**src/rtl/cfg_icpt_responder.sv**
```systemverilog
module cfg_icpt_responder #(
  parameter int ENTRIES = 8,
  parameter int ADDR_W  = 10,
  parameter int DATA_W  = 32,
  parameter int BE_W    = 4,
  parameter int LATENCY = 1
) (
  input  logic                       clk,
  input  logic                       rst_n,
  input  logic                       req_valid,
  input  logic                       req_is_write,
  input  logic [ADDR_W-1:0]          req_addr,
  input  logic [BE_W-1:0]            req_be,
  input  logic                       tbl_we,
  input  logic [$clog2(ENTRIES)-1:0] tbl_idx,
  input  logic                       tbl_en,
  input  logic [ADDR_W-1:0]          tbl_addr,
  input  logic                       tbl_is_write,
  input  logic [DATA_W-1:0]          tbl_value,
  output logic                       rsp_valid,
  output logic [DATA_W:0]            rsp_data,
  output logic                       proto_err
);

  localparam int IDX_W = $clog2(ENTRIES);
  localparam int CNT_W = $clog2(LATENCY + 1);

  logic              ent_en  [ENTRIES];
  logic [ADDR_W-1:0] ent_addr[ENTRIES];
  logic              ent_wr  [ENTRIES];
  logic [DATA_W-1:0] ent_val [ENTRIES];

  logic              pending;
  logic [CNT_W-1:0]  wait_cnt;
  logic [DATA_W:0]   word_q;
  logic              hit;
  logic [DATA_W-1:0] hit_val;
  logic              accept;

  assign accept = req_valid && !pending;

  always_ff @(posedge clk) begin
    for (int i = 0; i < ENTRIES; i++) begin
      if (!rst_n) begin
        ent_en[i]   <= 1'b0;
        ent_addr[i] <= '0;
        ent_wr[i]   <= 1'b0;
        ent_val[i]  <= '0;
      end else if (tbl_we && tbl_idx == IDX_W'(i)) begin
        ent_en[i]   <= tbl_en;
        ent_addr[i] <= tbl_addr;
        ent_wr[i]   <= tbl_is_write;
        ent_val[i]  <= tbl_value;
      end
    end
  end

  always_comb begin
    hit     = 1'b0;
    hit_val = '0;
    for (int i = ENTRIES - 1; i >= 0; i--) begin
      if (ent_en[i] && ent_addr[i] == req_addr && ent_wr[i] == req_is_write) begin
        hit     = 1'b1;
        hit_val = ent_val[i];
      end
    end
    if (req_be == '0) begin
      hit     = 1'b0;
      hit_val = '0;
    end
  end

  always_ff @(posedge clk) begin
    if (!rst_n) begin
      pending   <= 1'b0;
      wait_cnt  <= '0;
      word_q    <= '0;
      proto_err <= 1'b0;
    end else begin
      if (req_valid && pending) proto_err <= 1'b1;
      if (accept) begin
        pending  <= 1'b1;
        wait_cnt <= CNT_W'(LATENCY - 1);
        word_q   <= hit ? {1'b1, hit_val} : '0;
      end else if (pending) begin
        if (wait_cnt == '0) pending <= 1'b0;
        else                wait_cnt <= wait_cnt - 1'b1;
      end
    end
  end

  assign rsp_valid = pending && (wait_cnt == '0);
  assign rsp_data  = rsp_valid ? word_q : '0;

  AST_RSP_PULSE: assert property (@(posedge clk) disable iff (!rst_n)
    rsp_valid |=> !rsp_valid);

  AST_OVERLAP_FLAG: assert property (@(posedge clk) disable iff (!rst_n)
    req_valid && pending |=> proto_err);

  AST_ERR_STICKY: assert property (@(posedge clk) disable iff (!rst_n)
    proto_err |=> proto_err);

  AST_PASS_ZERO: assert property (@(posedge clk) disable iff (!rst_n)
    rsp_valid && !rsp_data[DATA_W] |-> rsp_data[DATA_W-1:0] == '0);

  generate
    if (LATENCY == 1) begin : g_lat1
      AST_ONE_LATENCY: assert property (@(posedge clk) disable iff (!rst_n)
        accept |=> rsp_valid);
    end
  endgenerate

endmodule

```
**config.mk**
```make
export PLATFORM = sky130hd
export DESIGN_NAME = cfg_icpt_responder
export DESIGN_NICKNAME = d
export VERILOG_FILES = /design/src/rtl/cfg_icpt_responder.sv
export SDC_FILE = /design/constraint.sdc
export NUM_CORES = 1
export LEC_CHECK = 0
export CAP_MARGIN = 40
export CORE_UTILIZATION = 60
export CTS_BUF_LIST = sky130_fd_sc_hd__clkbuf_2
export CTS_CLUSTER_SIZE = 20
export DETAILED_ROUTE_END_ITERATION = 8
export GPL_TIMING_DRIVEN = 0
export PLACE_DENSITY = 0.8
export SYNTH_ARGS = -nofsm -noshare
export SYNTH_HDL_FRONTEND = slang
export SYNTH_SLANG_ARGS = --single-unit
```
**constraint.sdc**
```tcl
create_clock -name clk -period 6.4 [get_ports clk]
set_input_delay 0.64 -clock clk [delete_from_list [all_inputs] [get_ports clk]]
set_output_delay 0.64 -clock clk [all_outputs]
set_load 0.005 [all_outputs]
```
==> flow_metrics.tcl <==
set metrics [dict create \
    status "finished clean" \
    route.detailed.drc 0 \
    synth_cells 1362 \
    power.leakage_uw 0.007206 \
    startpoint_type "flip-flop" \
    synthToLayoutAreaGrowth_pct 15.64 \
    insertion_delay_ns 0.94 \
    cts_tree "yes" \
    pre_cts_slack_ns 2.562 \
    synth_area_leaders "edfxtp_1 (59%), and2_1 (14%), dfxtp_1 (4.2%)" \
    async_flop_share_pct 0 \
    drv_cap 0 \
    relSlewSlack_pct 27.46 \
    regArea_sq_mm 0.01125 \
    drive_gt1_share_pct 17.20 \
    hpwl_microns 31870 \
    overflow 0 \
    vias 12300 \
    grt_pass1_vias 12210 \
    fin_crit_ns 3.851 \
    track_usage_pct 31.86 \
    antenna_found_initial 2 \
    cp.arrival_ns 3.21 \
    hold_ws_ns 0.4070 \
    final_nets 1635 \
    fmax_mhz 259.7 \
    ys.flop_type "edfxtp_1" \
    cp.required_ns 5.76 \
    synthXorXnorAreaFrac_pct 4.517 \
    clkTransAtPathRegs_ns 0.09 \
    multiInputGateArea_sq_mm 0.006111 \
    place_area_sq_mm 0.01957 \
    io_buffers 88 \
    cts_max_level 3 \
    yosys.area.top_type_share_pct 59.28 \
    drtAntennaViolNets 0 \
    critPathLaunch "pending" \
    synth.net_count 1428 \
    worstMarginPinSlew_ns 1.080 \
    clockBufferDepth 3 \
    crit_family "buffers and inverters" \
    synth-edff-count 350 \
    fill_cells 2030 \
    design_area_sq_mm 0.02050 \
    ys_ff_latch 387 \
    yosysUniqueCellTypes 44 \
    io_pins 101 \
    worstSetupPathType "reg2out" \
    seq_area_frac_synth_pct 63.46 \
    netlist.top_cell.by_area "edfxtp_1" \
    grt_max_degree 29 \
    crit_buf_inv 2 \
    hold_class "in2reg" \
    holdBufCountCts 0 \
    core_sq_mm 0.02886 \
    fin_ws_ns 2.549 \
    crit_chain "clkbuf_1, and2_1, clkdlybuf4s50_1" \
    power_density_mw_per_mm2 244.3 \
    cp_slowest_cell "clkbuf_1" \
    hold_viol_final 0 \
    setup_violations 0 \
    grt_pass1_wl_microns 71070 \
    ys_top_cells_by_count "and2_1 (384), edfxtp_1 (350), xnor2_1 (84), clkbuf_1 (60), nor2_1 (54)" \
    firstDrtPassIters 6 \
    synth_top_family_by_area "simple AND/OR/NAND/NOR gates" \
    drt-total-wl_microns 47150 \
    cp-end-kind "primary output" \
    postSynthAreaPerCell_sq_um 13.02 \
    netlist_area_sq_mm 0.01773 \
    post_cts_buffers 0 \
    cts_root_buf "clkbuf_2" \
    min_from "req_valid" \
    wire_per_inst_microns 23.21 \
    gp_congestion 0.8770 \
    muxShareOfSynthArea_pct 0 \
    die_x_microns 173.9 \
    first_iter_violations 1350 \
    finalClockSkew_ns 0.06647 \
    rsz0062_at_grt "no" \
    synthSimpleGateAreaFrac_pct 19.22 \
    r2r_start "ent_addr[1][5]" \
    rows 62 \
    ir_drop_mv 0.1336 \
    critPathMaxStageDelay_ns 0.75 \
    synth_compound_area_share_pct 10.20 \
    initial_core_util_pct 61.44 \
    slew_violations 0 \
    numCtsBuffers 96 \
    ys_warn_count 0 \
    clock_sinks 387 \
    die-area_sq_mm 0.03024 \
    worstPathMaxFanout 11 \
    via_per_inst 6.056 \
    die_h_microns 173.9 \
    ctsResizeCount 0 \
    synth-adder-area-share_pct 0 \
    synth.most_common_cell "and2_1" \
    post-route-period-util_pct 60.16 \
]
per-stage QoR:
stage                     power [uW]  cells  TNS (ns)  utilization [%]
after detailed placement        3364   1853         0            67.81
after floorplan                 3179   1362         0                -
after global routing            5188   2030         0            71.04
after global placement          3328   1834   -340.88            66.16
final                           5008   2031         0            71.05
after CTS                       5018   2027         0            70.95
state kept, by name, summed over array words and instances (netlist names):
signal     count
ent_val      256
ent_addr      80
word_q        33
ent_en         8
ent_wr         8
pending        1
proto_err      1
layout make-up:
| class | count | area share [%] |
|---|---|---|
| Sequential cell | 387 | 54.88 |
| Multi-Input combinational cell | 876 | 29.81 |
| Timing Repair Buffer | 109 | 6.286 |
| Clock buffer | 152 | 3.710 |
| Tap cell | 384 | 2.343 |
| Buffer | 95 | 2.173 |
| Clock inverter | 22 | 0.7079 |
| Inverter | 4 | 0.07323 |
| Antenna cell | 2 | 0.02441 |
layer usage:
layer	GRT usage (%)	wire length [microns]	vias to the layer above
li1	-	-	5460
met1	42.23	17860	5942
met2	50.75	22460	766
met3	6.890	5103	130
met4	14.36	1703	2
met5	0	13	-
placed cells by master (no fill, tap or decap), types with 7 or more instances in the layout:
cell             Yosys  final
a22oi_1             32     32
nor3_1               8      7
nand4_1             45     45
buf_16               0      9
a221o_1             31     31
a221oi_2            30     30
clkbuf_2             0    152
nor2_1              54     54
and2_1             384    384
nand2_1             44     44
o221ai_1            31     31
dfxtp_1             37     37
o21ai_1             31     31
nor2_2              20     20
clkbuf_1            60     60
buf_4               11     15
a21o_1              31     31
edfxtp_1           350    350
xnor2_1             84     84
clkinv_1             0     16
buf_2               20     21
clkdlybuf4s50_1      0     88
final timing paths:
| path | end | slack [ns] | cells after the start |
|---|---|---|---|
| setup reg to reg | word_q[31] | 3.06 | 8 |
| hold reg to reg | word_q[32] | 0.45 | 2 |
| hold / removal | pending | 0.41 | 3 |
| setup / recovery | rsp_data[24] | 2.55 | 3 |
kinds of logic after synthesis:
kind of cell,after synthesis
AO/OA/AOI/OAI,208
XOR/XNOR,88
AND/OR/NAND/NOR,580
buffers and inverters,99
flip-flops,387
report_power, final:
part	leakage, uW	internal (uW)	switching, uW
registers	0.00368	2900	54.7
logic	0.00283	133	227
clock network	0.000697	704	987
total	0.00721	3740	1270
tightest hold or removal path, cell delays in order:
cell             delay [ns]
clkdlybuf4s50_1        0.43
nand2b_1               0.16
nor2_1                 0.06
Note: power is estimated with default switching activity, not from simulation.
